**src/rtl/shmx_pkg.sv**
```systemverilog
package shmx_pkg;
    typedef logic [3:0] op_t;

    localparam op_t OP_MUL  = 4'd1;
    localparam op_t OP_MAD  = 4'd2;
    localparam op_t OP_LOG  = 4'd3;
    localparam op_t OP_EXP  = 4'd4;
    localparam op_t OP_DP   = 4'd5;
    localparam op_t OP_RSQ  = 4'd6;
    localparam op_t OP_NRMP = 4'd7;
    localparam op_t OP_LRP  = 4'd8;
    localparam op_t OP_POW  = 4'd9;
    localparam op_t OP_NRM  = 4'd10;
    localparam op_t OP_NRMH = 4'd11;

    // number of micro-ops an operation occupies
    function automatic logic [1:0] seq_len(op_t op);
        case (op)
            OP_POW:         return 2'd3;
            OP_LRP, OP_NRM: return 2'd2;
            default:        return 2'd1;
        endcase
    endfunction
endpackage

```
**src/rtl/shmx_ctrl.sv**
```systemverilog
module shmx_ctrl
    import shmx_pkg::*;
#(
    parameter int TAG_W  = 5,
    parameter int STEP_W = 2
) (
    input  logic              clk,
    input  logic              rst_n,
    input  logic              in_valid,
    input  op_t               in_op,
    input  logic [TAG_W-1:0]  in_dst,
    input  logic [TAG_W-1:0]  in_a,
    input  logic [TAG_W-1:0]  in_b,
    input  logic [TAG_W-1:0]  in_c,
    input  logic              uop_ready,
    input  logic              last,
    output logic              in_ready,
    output logic              busy,
    output logic [STEP_W-1:0] step,
    output op_t               cur_op,
    output logic [TAG_W-1:0]  cur_dst,
    output logic [TAG_W-1:0]  cur_a,
    output logic [TAG_W-1:0]  cur_b,
    output logic [TAG_W-1:0]  cur_c
);
    typedef struct packed {
        logic              busy;
        logic [STEP_W-1:0] step;
        op_t               op;
        logic [TAG_W-1:0]  dst;
        logic [TAG_W-1:0]  a;
        logic [TAG_W-1:0]  b;
        logic [TAG_W-1:0]  c;
    } st_t;

    st_t st_d, st_q;

    always_comb begin
        in_ready = !st_q.busy || (uop_ready && last);
        st_d     = st_q;
        if (in_valid && in_ready) begin
            st_d.busy = 1'b1;
            st_d.step = '0;
            st_d.op   = in_op;
            st_d.dst  = in_dst;
            st_d.a    = in_a;
            st_d.b    = in_b;
            st_d.c    = in_c;
        end else if (st_q.busy && uop_ready) begin
            if (last) st_d.busy = 1'b0;
            else      st_d.step = st_q.step + 1'b1;
        end
    end

    always_ff @(posedge clk or negedge rst_n) begin
        if (!rst_n) st_q <= '0;
        else        st_q <= st_d;
    end

    assign busy    = st_q.busy;
    assign step    = st_q.step;
    assign cur_op  = st_q.op;
    assign cur_dst = st_q.dst;
    assign cur_a   = st_q.a;
    assign cur_b   = st_q.b;
    assign cur_c   = st_q.c;

    // a refused micro-op keeps its step
    p_step_frozen_r8: assert property (@(posedge clk) disable iff (!rst_n)
        (busy && !uop_ready) |=> (busy && $stable(step) && $stable(cur_op)));
endmodule

```
**src/rtl/shmx_expand.sv**
```systemverilog
module shmx_expand
    import shmx_pkg::*;
#(
    parameter int TAG_W  = 5,
    parameter int STEP_W = 2,
    parameter logic [TAG_W-1:0] TMP_TAG = '1
) (
    input  op_t               op,
    input  logic [STEP_W-1:0] step,
    input  logic [TAG_W-1:0]  dst,
    input  logic [TAG_W-1:0]  a,
    input  logic [TAG_W-1:0]  b,
    input  logic [TAG_W-1:0]  c,
    output op_t               u_op,
    output logic [TAG_W-1:0]  u_dst,
    output logic [TAG_W-1:0]  u_a,
    output logic [TAG_W-1:0]  u_b,
    output logic [TAG_W-1:0]  u_c,
    output logic              u_neg,
    output logic              u_pair,
    output logic              u_side,
    output logic              u_last
);
    always_comb begin
        u_op   = op;
        u_dst  = dst;
        u_a    = a;
        u_b    = b;
        u_c    = c;
        u_neg  = 1'b0;
        u_pair = 1'b0;
        u_side = 1'b0;
        u_last = 1'b1;
        case (op)
            OP_LRP: begin
                u_op = OP_MAD;
                if (step == '0) begin
                    // T = -w*b + b
                    u_dst = TMP_TAG; u_b = c; u_neg = 1'b1; u_last = 1'b0;
                end else begin
                    // D = w*a + T
                    u_c = TMP_TAG;
                end
            end
            OP_POW: begin
                u_c = '0;
                if (step == '0) begin
                    u_op = OP_LOG; u_dst = TMP_TAG; u_b = '0; u_last = 1'b0;
                end else if (step == STEP_W'(1)) begin
                    u_op = OP_MUL; u_dst = TMP_TAG; u_a = b; u_b = TMP_TAG; u_last = 1'b0;
                end else begin
                    u_op = OP_EXP; u_a = TMP_TAG; u_b = '0;
                end
            end
            OP_NRM: begin
                u_c = '0;
                if (step == '0) begin
                    u_op = OP_DP; u_dst = TMP_TAG; u_b = a; u_last = 1'b0;
                end else begin
                    u_op = OP_RSQ; u_a = TMP_TAG; u_b = a; u_pair = 1'b1;
                end
            end
            OP_NRMH: begin
                u_op = OP_NRMP; u_b = '0; u_c = '0; u_side = 1'b1;
            end
            default: ;
        endcase
    end
endmodule

```
**src/rtl/shmx_top.sv**
```systemverilog
module shmx_top
    import shmx_pkg::*;
#(
    parameter int TAG_W = 5,
    parameter logic [TAG_W-1:0] TMP_TAG = 5'd30
) (
    input  logic             clk,
    input  logic             rst_n,
    input  logic             in_valid,
    output logic             in_ready,
    input  logic [3:0]       in_op,
    input  logic [TAG_W-1:0] in_dst,
    input  logic [TAG_W-1:0] in_a,
    input  logic [TAG_W-1:0] in_b,
    input  logic [TAG_W-1:0] in_c,
    output logic             uop_valid,
    input  logic             uop_ready,
    output logic [3:0]       uop_op,
    output logic [TAG_W-1:0] uop_dst,
    output logic [TAG_W-1:0] uop_a,
    output logic [TAG_W-1:0] uop_b,
    output logic [TAG_W-1:0] uop_c,
    output logic             uop_neg,
    output logic             uop_pair,
    output logic             uop_side,
    output logic             uop_last
);
    localparam int STEP_W = 2;

    logic              busy;
    logic [STEP_W-1:0] step;
    op_t               cur_op;
    logic [TAG_W-1:0]  cur_dst, cur_a, cur_b, cur_c;

    shmx_ctrl #(.TAG_W(TAG_W), .STEP_W(STEP_W)) u_ctrl (
        .clk(clk), .rst_n(rst_n), .in_valid(in_valid), .in_op(in_op),
        .in_dst(in_dst), .in_a(in_a), .in_b(in_b), .in_c(in_c),
        .uop_ready(uop_ready), .last(uop_last), .in_ready(in_ready),
        .busy(busy), .step(step), .cur_op(cur_op), .cur_dst(cur_dst),
        .cur_a(cur_a), .cur_b(cur_b), .cur_c(cur_c)
    );

    shmx_expand #(.TAG_W(TAG_W), .STEP_W(STEP_W), .TMP_TAG(TMP_TAG)) u_expand (
        .op(cur_op), .step(step), .dst(cur_dst), .a(cur_a), .b(cur_b), .c(cur_c),
        .u_op(uop_op), .u_dst(uop_dst), .u_a(uop_a), .u_b(uop_b), .u_c(uop_c),
        .u_neg(uop_neg), .u_pair(uop_pair), .u_side(uop_side), .u_last(uop_last)
    );

    assign uop_valid = busy;

    // checker: micro-ops handed out for the current operation
    logic [STEP_W-1:0] sent_q;
    always_ff @(posedge clk or negedge rst_n) begin
        if (!rst_n)                      sent_q <= '0;
        else if (uop_valid && uop_ready) sent_q <= uop_last ? '0 : sent_q + 1'b1;
    end

    // last appears exactly at the sequence length
    p_last_at_len_r6: assert property (@(posedge clk) disable iff (!rst_n)
        (uop_valid && uop_ready && uop_last) |-> (sent_q + 1'b1 == seq_len(cur_op)));
    // input stays closed before the final micro-op
    p_ready_low_r7: assert property (@(posedge clk) disable iff (!rst_n)
        (uop_valid && !uop_last) |-> !in_ready);
    // outputs hold under backpressure
    p_stall_hold_r8: assert property (@(posedge clk) disable iff (!rst_n)
        (uop_valid && !uop_ready) |=> (uop_valid && $stable(uop_op) && $stable(uop_dst)
            && $stable(uop_a) && $stable(uop_b) && $stable(uop_c) && $stable(uop_last)));
    // pairing only on the final reciprocal-root step
    p_pair_rsq_r3: assert property (@(posedge clk) disable iff (!rst_n)
        (uop_valid && uop_pair) |-> (uop_last && uop_op == OP_RSQ));
    // side-unit micro-op is a single one
    p_side_single_r4: assert property (@(posedge clk) disable iff (!rst_n)
        (uop_valid && uop_side) |-> (uop_last && uop_op == OP_NRMP && sent_q == '0));
endmodule

```
**config.mk**
```make
export PLATFORM = sky130hd
export DESIGN_NAME = shmx_top
export DESIGN_NICKNAME = d
export VERILOG_FILES = /design/src/rtl/shmx_pkg.sv /design/src/rtl/shmx_ctrl.sv /design/src/rtl/shmx_expand.sv /design/src/rtl/shmx_top.sv
export SDC_FILE = /design/constraint.sdc
export NUM_CORES = 1
export LEC_CHECK = 0
export BUFFER_PORTS_ARGS = -buffer_cell sky130_fd_sc_hd__buf_2
export CORE_MARGIN = 5
export CORE_UTILIZATION = 45
export CTS_CLUSTER_DIAMETER = 150
export DETAILED_ROUTE_END_ITERATION = 8
export GPL_TIMING_DRIVEN = 0
export PLACE_DENSITY = 0.74
export SLEW_MARGIN = 10
export SYNTH_ARGS = -nofsm -noshare
export SYNTH_HDL_FRONTEND = slang
export SYNTH_SLANG_ARGS = --single-unit
```
**constraint.sdc**
```tcl
create_clock -name clk -period 2.23 [get_ports clk]
set_clock_uncertainty 0.15 [all_clocks]
set_input_delay 0.1115 -clock clk [delete_from_list [all_inputs] [get_ports clk]]
set_output_delay 0.1115 -clock clk [all_outputs]
set_load 0.03 [all_outputs]
```
# Word-level counts from Yosys, hierarchy flattened
# Index checks and enable logic that the tools add are counted.
# classes
add_sub_neg	1
n_eq_ne	6
mux	30
n_reduce_logical	12
# op_table
operator	count
two-way mux 5 bit	10
case mux 5 bit (2 select lines)	3
case mux 5 bit (4 select lines)	1
== test 4 bit, second input constant	4
case mux 4 bit (4 select lines)	1
two-way mux 3 bit	3
two-way mux 1 bit	8
two-way mux 2 bit	2
two-way mux 4 bit	1
AND reduction 2 bit	2
nonzero test 2 bit	2
logical AND 1 bit	3
OR reduction 3 bit	1
adder 2 x 1 -> 2 bit, second input constant	1
== test 2 x 1 -> 1 bit, second input constant	1
logical NOT 2 bit	1
!= test 2 bit, second input constant	1
case mux 1 bit (2 select lines)	1
OR reduction 2 bit	1
logical NOT 1 bit	1
logical OR 1 bit	1
# word_totals
register_bits	27
input_bits	28
wordCells	56

# Longest topological paths before layout
# Gate-level depths: netlist of run 1.
# depth
ltp_word	9
mapped_depth	7

# Modules after synthesis
# Synthesis of run 1 repeated with hierarchy kept, for this count alone.
# unflattened
hier_cells	147
hier_area_um2	1705.4
# modules_own_cells
module	instances	cells_each	area_each_um2
shmx_ctrl	1	68	1164.9
shmx_expand	1	79	540.5

# Worst setup path after synthesis of run 1
# No wires, ideal clock.
# synth_timing
path_kind	reg2out
from	reg u_ctrl.st_q, in the netlist u_ctrl.step[0]
to	out uop_b[2]
arrival_ns	2.005
t_required_ns	1.969
setup_slack_ns	-0.037
path_stages_with_launch	8
path_buffers	1
cell_sequence	dfrtp_1 -> inv_1 -> ha_1 -> clkbuf_1 -> nor2b_1 -> o21ai_0 -> a221oi_1 -> a211oi_1
# synth_via
elab_chain_len	4
word_cells_on_any_way	6
# synth_lines
item	line_no	text
start: declaration	shmx_ctrl.sv:36	st_t st_d, st_q;
start signal: assignment	shmx_ctrl.sv:57	else st_q <= st_d;
== test 2 x 1 -> 1 bit	shmx_expand.sv:49	end else if (step == STEP_W'(1)) begin
two-way mux 5 bit	shmx_expand.sv:49	
two-way mux 5 bit	shmx_expand.sv:47	if (step == '0) begin
case mux 5 bit (4 select lines) (*)	shmx_expand.sv:34	case (op)
end: declaration	shmx_top.sv:21	output logic [TAG_W-1:0] uop_b,
# Mark *: on every way between the ends. The rest lies on a longest branch, timed or not.

# Worst setup path in the final report of run 1
# layout_timing
from	reg u_ctrl.st_q, in the netlist u_ctrl.step[0]
to	out uop_a[3]
# layout_via
elab_chain_len	4
word_cells_on_any_way	6
# layout_lines
item	line_no	text
== test 2 x 1 -> 1 bit	shmx_expand.sv:49	
two-way mux 5 bit	shmx_expand.sv:49	
two-way mux 5 bit	shmx_expand.sv:47	
case mux 5 bit (2 select lines) (*)	shmx_expand.sv:34	
end: declaration	shmx_top.sv:20	output logic [TAG_W-1:0] uop_a,
# Marked as above.

==> results of run 1 <==
cell usage after synthesis, drive strengths merged, types with 2 or more instances:
cell,instances
dfrtp,27
nor2,25
mux2,24
a21oi,9
nor3,7
nor2b,6
o21a,6
o21ai,6
clkbuf,5
inv,5
a211oi,4
a221oi,4
nand2,4
nand2b,4
o32ai,4
a31oi,3
and2,3
buf,3
ha,3
o31ai,2
routing by layer:
layer | vias up | wire length [um] | GRT usage, %
met5 | - | 0 | 0
met4 | 0 | 12 | 3.13
met3 | 2 | 459 | 5.68
met2 | 82 | 2620 | 32.6
met1 | 829 | 1980 | 24.4
li1 | 807 | - | -
worst paths after layout:
kind | slack [ns] | startpoint | endpoint
max in group asynchronous | 1.30 | rst_n | u_ctrl.cur_op[2]$_DFFE_PN0P_
max | -0.05 | u_ctrl.step[0]$_DFFE_PN0P_ | uop_a[3]
min in group asynchronous | 0.20 | rst_n | u_ctrl.cur_c[1]$_DFFE_PN0P_
min | 0.05 | uop_ready | u_ctrl.busy$_DFFE_PN0P_
max reg2reg | 0.14 | u_ctrl.step[1]$_DFFE_PN0P_ | u_ctrl.cur_a[4]$_DFFE_PN0P_
min reg2reg | 0.37 | u_ctrl.cur_dst[0]$_DFFE_PN0P_ | u_ctrl.cur_dst[0]$_DFFE_PN0P_
cell type report:
| type | instances | area, um2 |
|---|---|---|
| Clock buffer | 3 | 41.3 |
| Timing Repair Buffer | 91 | 623 |
| Clock inverter | 1 | 8.76 |
| Fill cell | 286 | 1110 |
| Multi-Input combinational cell | 127 | 1100 |
| Buffer | 8 | 66.3 |
| Tap cell | 48 | 60.1 |
| Sequential cell | 27 | 678 |
| Inverter | 6 | 26.3 |
metrics by stage:
stage                     TNS (ns)  area, um2  utilization (%)  hold WS (ns)
after floorplan                  0       1750                -        -0.334
after global placement       -2.63       2100             56.5      -0.00194
after detailed placement     -2.87       2100             56.5      -0.00527
after CTS                        0       2480             66.6        0.0531
after global routing        -0.314       2610             70.2        0.0680
final                      -0.0486       2610             70.2        0.0468
worst min-delay path: cells and delay by family:
family / cells / cell delay (ns)
buffers and inverters: 1 / 0.14
and+or+nand+nor: 2 / 0.13
AOI/OAI and AO/OA: 1 / 0.08
logic make-up after synthesis:
group                    share of synthesized area (%)
AO/OA/AOI/OAI                                     19.3
adder cells (fa/ha/maj)                           2.15
buffers and inverters                             3.88
flip-flops                                        38.8
multiplexers                                      19.8
AND/OR/NAND/NOR                                   16.1
flip-flops by register name (all words and copies together) (netlist names):
name and cells:
u_ctrl.busy 1, u_ctrl.cur_a 5, u_ctrl.cur_b 5, u_ctrl.cur_c 5
u_ctrl.cur_dst 5, u_ctrl.cur_op 4, u_ctrl.step 2
timing repair:
action,in CTS,in global routing
endpoints found under the hold margin,53,0
gates resized for setup,15,33
hold buffers,26,0
pin swaps,2,8
endpoints found under the setup margin,37,35
buffers inserted,2,6
cloned,0,1
power by group:
group          internal (mW)  leakage [nW]  switching, mW
clock                  0.131        0.0261          0.165
combinational          0.885         0.852           1.27
sequential             0.640         0.315          0.184
total                   1.66          1.19           1.61
==> impl_metrics.toml, run 1 <==
[placed_design]
place_hpwl_um = 3350
portBuffers = 57
gp_congestion = 0.897
dp.cells = 272
place_ws_ns = -0.139

[pwr]
leakagePower_nw = 1.19
p_total_mw = 3.27
cellPowerDensity_nw_per_um2 = 1250
worst_ir_drop_vdd_mv = 0.678

[critical_path]
worstSetupPathType = "reg2out"
ff2ff_path_depth = 7
endpoint_kind = "primary output"
path_buf_inv = 2
critPathSlowestCell = "dfrtp_1"
max_stage_delay_ns = 0.42
path_cells = "inv_2 > ha_4 > nor3b_4 > nand2_1 > o32ai_1 > nor2_1 > buf_2"
crit_required_ns = 1.97
crit_path_max_fanout = 6
critPathLaunchType = "flop"
worst_ep_arrival_time_ns = 2.02
cp_top_family = "simple AND/OR/NAND/NOR gates"
cp_num_cells = 7

[logic_synthesis]
netlist.area_leader.share_pct = 38.8
syn-cell-area_um2 = 1740
synth-main-ff-cell = "dfrtp_1"
synthCells = 167
synth_seq_area_share_pct = 38.8
synth_fp_nets = 198
async_flop_share_pct = 100
yosysTopAreaCell = "dfrtp_1"
synth_edf_count = 0
synth.avg_cell_area_um2 = 10.4
synth_area_leaders = "dfrtp_1 39%, mux2_4 17%, nor2_1 5.2%, a21oi_1 2.6%, mux2_1 2.6%"
yosys_warnings = 0
synth_seq_cells = 27
ys_types = 39

[job]
drv_cap = 0

[clock_tree]
numClockSinks = 27
h-tree-depth = 1
clk_pin_slew_ns = 0.11
cts_tree = "built"
cts_root_buffer = "clkbuf_8"
cts_buffer_depth = 2
cts_made_buffers = 3
clock_latency_ns = 0.28

[layout]
nNetsFinal = 295
areaGrowthSynthToFinish_pct = 49.6
final_common_cell = "buf_2"
stdcell_count = 311
layout_common_cells = "51 x buf_2, 26 x dlygate4sd3_1, 25 x dfrtp_1"
layout-drive-gt1-share_pct = 46.0
diodes = 0

[global_routing]
grt_pass1_wl_um = 7930
grt_pass1_vias = 1675
gr-total-overflow = 0
grt_usage_pct = 19.1
grt_antenna_before_repair = 0
grt_max_degree = 28

[worst_hold_path]
hold_path.class = "in2reg"
min_path_cells = 4

[detailed_routing]
drt-vias-per-instance = 5.53
drt-total-wl_um = 5070
wire_per_inst_um = 16.3
ant_nets = 0
dr.first_iter.drc_count = 71
vias = 1720
drc_errors = 0
dr.pass1.iters = 5

[floorplan]
fp.dieArea_um2 = 5220
ioPinCount = 58
initial_core_util_pct = 46.9
core_um2 = 3720
die_y_um = 72.2
rows = 22
die_x_um = 72.2

[timing]
clock.fmax_mhz = 439
slew_viol_final = 0
post-route-min-period_ns = 2.28
slew-limit-headroom_pct = 59.8
rsz0062_at_grt = "yes"
worst_slack_ns = -0.0486
tightestPinTransition_ns = 0.603
setup_viol = 1
finalHoldViolCount = 0
finalCritPeriodShare_pct = 102

[run_status]
violations = "negative setup slack"
status = "complete, but fails checks"
Note: power is estimated with default switching activity, not from simulation.
==> run 2: changes to the inputs <==
--- a/config.mk
+++ b/config.mk
@@ -5,13 +5,14 @@
 export SDC_FILE = /design/constraint.sdc
 export NUM_CORES = 1
 export LEC_CHECK = 0
+export ABC_AREA = 1
 export BUFFER_PORTS_ARGS = -buffer_cell sky130_fd_sc_hd__buf_2
 export CORE_MARGIN = 5
 export CORE_UTILIZATION = 45
 export CTS_CLUSTER_DIAMETER = 150
 export DETAILED_ROUTE_END_ITERATION = 8
 export GPL_TIMING_DRIVEN = 0
-export PLACE_DENSITY = 0.74
+export PLACE_DENSITY = 0.75
 export SLEW_MARGIN = 10
 export SYNTH_ARGS = -nofsm -noshare
 export SYNTH_HDL_FRONTEND = slang
==> run 2 against run 1 <==
The run now ends clean. Critical path depth down 1. Global-route usage up 2.0 points. Maximum frequency increased by 6.4%. Die area down 3.0%. Sequential share of layout area up 1.8 points. Combinational power is 9% lower. Via count increased by 10%. Final area is 6.7% lower. Final cell count rose by 20%. Power decreased by 6.0%. Area after synthesis decreased by 3.5%. Wire length rose by 4.7%.
==> impl_metrics.toml, run 2 <==
[detailed_routing]
drc_errors = 0
drt-total-wl_um = 5310
vias = 1896
ant_nets = 0
dr.first_iter.drc_count = 143
drt-vias-per-instance = 5.08
dr.pass1.iters = 4
wire_per_inst_um = 14.2

[worst_hold_path]
min_path_cells = 5
worstHoldStart = "uop_ready"
hold_path.class = "in2reg"
hold_end = "u_ctrl.step[0]$_DFFE_PN0P_"

[clock_tree]
cts_tree = "built"
cts_root_buffer = "clkbuf_8"
clk_pin_slew_ns = 0.10
h-tree-depth = 1
cts_buffer_depth = 2
clock_latency_ns = 0.27
cts_made_buffers = 3
numClockSinks = 27

[placed_design]
gp_congestion = 0.836
place_ws_ns = 0.197
portBuffers = 56
place_hpwl_um = 3600

[global_routing]
grt_pass1_wl_um = 8670
grt_usage_pct = 21.2
grt_antenna_before_repair = 0
grt_max_degree = 28
grt_pass1_vias = 1842
gr-total-overflow = 0

[logic_synthesis]
synth-main-ff-cell = "dfrtp_1"
synth.avg_cell_area_um2 = 7.16
synth_commonest_cells = "83 x nand2_1, 28 x nand4_1, 27 x dfrtp_1, 20 x inv_1, 16 x nor2_1"
synth_seq_cells = 27
ys_types = 22
synth_fp_nets = 266
synth_seq_area_share_pct = 40.2
synth_area_leaders = "dfrtp_1 40%, nand2_1 19%, nand4_1 10%, inv_1 4.5%, o21ai_0 3.9%"
syn-cell-area_um2 = 1680
netlist.area_leader.share_pct = 40.2
yosys_warnings = 0
async_flop_share_pct = 100
synth_edf_count = 0
yosysTopAreaCell = "dfrtp_1"
synthCells = 235
yosysMostFrequentCell = "nand2_1"

[layout]
layout-drive-gt1-share_pct = 26.2
utilization_pct = 66.9
layout_common_cells = "83 x nand2_1, 55 x buf_2, 28 x nand4_1"
nNetsFinal = 357
final_common_cell = "nand2_1"
diodes = 0
areaGrowthSynthToFinish_pct = 44.6

[timing]
slew-limit-headroom_pct = 58.1
slew_viol_final = 0
finalCritPeriodShare_pct = 96.0
finalHoldViolCount = 0
worst_slack_ns = 0.0889
clock.fmax_mhz = 467
setup_viol = 0
post-route-min-period_ns = 2.14
tightestPinTransition_ns = 0.629

[pwr]
worst_ir_drop_vdd_mv = 0.547
leakagePower_nw = 1.27
pwr-share-clk_pct = 9.4
pwr-share-comb_pct = 63.6
intPower_mw = 1.41
switching_share_pct = 54.0
power.switching_mw = 1.66
power_frac_seq_pct = 27.0
cellPowerDensity_nw_per_um2 = 1260

[floorplan]
ioPinCount = 58
fp.dieArea_um2 = 5060
die_y_um = 71.1
initial_core_util_pct = 46.3
rows = 22
core_um2 = 3630
die_x_um = 71.1

[critical_path]
max_stage_delay_ns = 0.42
r2r-start = "u_ctrl.step[1]$_DFFE_PN0P_"
crit_path_max_fanout = 8
r2r_end = "u_ctrl.cur_b[4]$_DFFE_PN0P_"
reg2reg_slack_ns = 0.40
worst_ep_arrival_time_ns = 1.88
critPathLaunchType = "flop"
endpoint_kind = "primary output"
ff2ff_path_depth = 8
crit_required_ns = 1.97
worstSetupPathType = "reg2out"
path_cells = "inv_1 > nand2_4 > nor3_1 > nand2_1 > nand4_1 > buf_2"
critPathSlowestCell = "dfrtp_1"

[run_status]
status = "complete, no violations"

[job]
drv_cap = 0
[run 2: changes by cell type after synthesis, moves of 5 or more]
cell	before	now
nor3_1	6	1
o21a_1	6	0
nand3_1	0	10
mux2_4	20	0
nor2b_1	6	0
nand2_1	4	83
o21ai_0	6	13
nand4_1	1	28
inv_1	5	20
nor2_1	24	16
[run 2: cells by family (layout without fill, tap and decap cells)]
kind of cell | after synthesis | count (layout) | share of synthesized area, %
DFF | 27 | 27 | 40.2
buffers and inverters | 32 | 122 | 8.18
AOI/OAI and AO/OA | 31 | 31 | 10.5
and+or+nand+nor | 142 | 142 | 38.9
adders and majority gates | 3 | 3 | 2.23
[run 2: repair_timing]
| action | CTS | global route |
|---|---|---|
| endpoints found under the hold margin | 51 | 0 |
| hold buffers | 25 | 0 |
| pin swaps | 1 | 2 |
| buffers inserted | 0 | 5 |
| gates resized for setup | 9 | 16 |
| setup endpoints to repair | 12 | 21 |
[run 2: worst max path at each step]
stage / slack [ns] / depth (start not counted) / startpoint / endpoint
2_1_floorplan: 0.13 / 7 / u_ctrl.cur_op[2]$_DFFE_PN0P_ / uop_b[0]
3_3_place_gp: 0.22 / 8 / u_ctrl.cur_op[2]$_DFFE_PN0P_ / uop_a[3]
3_5_place_dp: 0.20 / 8 / u_ctrl.cur_op[2]$_DFFE_PN0P_ / uop_a[0]
4_1_cts: 0.03 / 6 / u_ctrl.step[1]$_DFFE_PN0P_ / uop_a[4]
5_1_grt: -0.02 / 8 / u_ctrl.cur_op[2]$_DFFE_PN0P_ / uop_b[3]
6_report: 0.09 / 6 / u_ctrl.cur_op[2]$_DFFE_PN0P_ / uop_b[3]
[run 2: layout make-up]
cell class                 count  area (um2)
timing repair buffer          86         576
tap                           48        60.1
sequential                    27         677
multi-input combinational    176         927
fill                         322        1200
inverter                      21        83.8
buffer                        11        63.8
clock buffer                   4        45.0
[run 2: worst max-delay path: cells and delay by family (launching register included)]
kind,cells,cell delay (ns)
AND/OR/NAND/NOR,4,0.84
flip-flops,1,0.42
buffers and inverters,2,0.34
[run 2: metrics by stage]
| step | total power [mW] | instances | hold slack [ns] | area, um2 | TNS, ns |
|---|---|---|---|---|---|
| finish | 3.07 | 373 | 0.0344 | 2430 | 0 |
| global route | 3.29 | 373 | 0.0671 | 2430 | -0.0400 |
| CTS | 2.94 | 368 | 0.0356 | 2350 | 0 |
| detailed placement | 2.58 | 339 | 0.0154 | 2020 | 0 |
| global placement | 2.56 | 339 | 0.00669 | 2020 | 0 |
| floorplan | 2.08 | 235 | -0.334 | 1680 | 0 |
[run 2: power by group through the flow]
stage | clock [mW] | sequential (mW) | combinational [mW]
after floorplan | 0 | 0.789 | 1.29
after global placement | 0 | 0.820 | 1.74
after detailed placement | 0 | 0.824 | 1.76
after CTS | 0.293 | 0.819 | 1.83
after global routing | 0.311 | 0.853 | 2.13
final | 0.289 | 0.830 | 1.96
[run 2: per-layer routing]
layer	share of wire, %	routed length, um	GRT usage [%]	up-vias
met2	52	2750	37.0	66
met3	5.7	300	2.13	8
met1	41	2180	28.1	857
met4	1.4	74	5.01	0
li1	-	-	-	965
met5	0	0	0	-
==> run 3: changes to the inputs <==
--- a/config.mk
+++ b/config.mk
@@ -12,8 +12,10 @@
 export CTS_CLUSTER_DIAMETER = 150
 export DETAILED_ROUTE_END_ITERATION = 8
 export GPL_TIMING_DRIVEN = 0
+export HOLD_SLACK_MARGIN = 0.05
 export PLACE_DENSITY = 0.75
 export SLEW_MARGIN = 10
 export SYNTH_ARGS = -nofsm -noshare
 export SYNTH_HDL_FRONTEND = slang
 export SYNTH_SLANG_ARGS = --single-unit
+export TNS_END_PERCENT = 10
==> run 3 against run 2 <==
Clock power is essentially flat. Final area down 0.41%. Sequential power down 0.5%. Sequential share of layout area increased by 0.063 points. Wire length is 0.85% lower. First-iteration DRC count up 15%. Non-clock buffer count fell by 1. Via count is 1.0% lower. Sequential cell count unchanged. Highest routed layer unchanged.
==> impl_metrics.toml, run 3 (synthesis gave the netlist of run 2 again) <==
[pwr]
worst_ir_drop_vdd_mv = 0.549
pwr-share-clk_pct = 9.4
pwr-share-comb_pct = 63.5
intPower_mw = 1.40
power.switching_mw = 1.65
cellPowerDensity_nw_per_um2 = 1260
switching_share_pct = 54.0
p_total_mw = 3.05
leakagePower_nw = 1.26
power_frac_seq_pct = 27.1

[detailed_routing]
met3_length_um = 209
wl_met1_um = 2290
drc_errors = 0
drt-total-wl_um = 5260
wire_per_inst_um = 14.1
routed-wl-met2_um = 2690
drt-vias-per-instance = 5.05
dr.pass1.iters = 4
top_layer = "met4"
vias = 1877
dr.first_iter.drc_count = 164
ant_nets = 0

[placed_design]
gp_congestion = 0.836
place_hpwl_um = 3600
portBuffers = 56

[layout]
areaGrowthSynthToFinish_pct = 44.0
layout_common_cells = "83 x nand2_1, 53 x buf_2, 28 x nand4_1"
final_common_cell = "nand2_1"
layout-drive-gt1-share_pct = 25.6
nNetsFinal = 356
diodes = 0

[timing]
slew-limit-headroom_pct = 58.1
tightestPinTransition_ns = 0.629
slew_viol_final = 0
clock.fmax_mhz = 462
hold_ws_ns = 0.154
setup_viol = 0
post-route-min-period_ns = 2.16
rsz0062_at_grt = "yes"
finalHoldViolCount = 0
finalCritPeriodShare_pct = 97.0

[clock_tree]
numClockSinks = 27
cts_made_buffers = 3
clock_latency_ns = 0.27
cts_tree = "built"
clk_pin_slew_ns = 0.10
h-tree-depth = 1
cts_buffer_depth = 2
cts_root_buffer = "clkbuf_8"

[critical_path]
endpoint_kind = "primary output"
crit_required_ns = 1.97
crit_path_start = "u_ctrl.cur_op[3]$_DFFE_PN0P_"
worst_ep_arrival_time_ns = 1.90
critPathLaunchType = "flop"
worstSetupPathType = "reg2out"
r2r-start = "u_ctrl.step[1]$_DFFE_PN0P_"
crit_path_max_fanout = 10

[global_routing]
grt_antenna_before_repair = 0
grt_usage_pct = 21.1
grt_pass1_vias = 1849
gr-total-overflow = 0
grt_max_degree = 28
grt_pass1_wl_um = 8670

[floorplan]
fp.dieArea_um2 = 5060
die_y_um = 71.1
ioPinCount = 58
core_um2 = 3630
rows = 22
initial_core_util_pct = 46.3
die_x_um = 71.1

[run_status]
status = "complete, no violations"

[job]
drv_cap = 0

[worst_hold_path]
hold_path.class = "in2reg"
worstHoldStart = "in_valid"
run 3: power groups by stage:
stage,clock [mW],sequential [mW],combinational (mW)
after floorplan,0,0.789,1.29
final,0.287,0.826,1.94
after detailed placement,0,0.824,1.76
after global placement,0,0.820,1.74
after global routing,0.311,0.851,2.11
after CTS,0.293,0.818,1.82
run 3: timing repair:
| action | 4_1_cts | 5_1_grt |
|---|---|---|
| resized for setup | 5 | 21 |
| pin swaps | 0 | 1 |
| setup endpoints to repair | 12 | 22 |
| cloned | 0 | 0 |
| hold buffers | 26 | 0 |
| buffers inserted | 0 | 3 |
| endpoints found under the hold margin | 53 | 0 |
run 3: stage by stage:
stage / instances / TNS (ns) / utilization [%] / worst slack, ns / area [um2]
finish: 372 / 0 / 66.7 / 0.0667 / 2420
floorplan: 235 / 0 / - / 0.127 / 1680
CTS: 369 / -0.246 / 64.6 / -0.0558 / 2350
global placement: 339 / 0 / 55.6 / 0.223 / 2020
global route: 372 / -0.0807 / 66.7 / -0.0221 / 2420
detailed placement: 339 / 0 / 55.6 / 0.197 / 2020
run 3: cell type report:
| type | count | area, um2 |
|---|---|---|
| plain buffers | 11 | 63.8 |
| clock buffers | 4 | 45.0 |
| fillers | 327 | 1210 |
| inverters | 21 | 82.6 |
| multi-input cells | 176 | 920 |
| flip-flops and latches | 27 | 676 |
| well taps | 48 | 60.1 |
| repair buffers | 85 | 576 |
run 3: per-layer routing:
metal  vias up  global-route usage, %
li1        959                      -
met1       859                   27.9
met2        52                   36.6
met3         7                   2.13
met4         0                   5.64
met5         -                      0
run 3: path summary, 6_finish.rpt:
path | endpoint | slack (ns) | cells past startpoint
min in group asynchronous | u_ctrl.cur_a[0]$_DFFE_PN0P_ | 0.24 | 2
setup reg to reg | u_ctrl.cur_b[4]$_DFFE_PN0P_ | 0.38 | 8
max in group asynchronous | u_ctrl.cur_c[2]$_DFFE_PN0P_ | 1.28 | 2
hold / removal | u_ctrl.busy$_DFFE_PN0P_ | 0.15 | 3
hold reg to reg | u_ctrl.cur_dst[0]$_DFFE_PN0P_ | 0.33 | 2
setup / recovery | uop_a[2] | 0.07 | 7
run 3: critical path, stage by stage, from the launching register on:
cell,delay [ns]
dfrtp_1,0.48
nand2_4,0.16
clkinvlp_4,0.16
nand3_2,0.15
a21oi_4,0.27
nor2_1,0.06
a21oi_1,0.12
buf_2,0.21
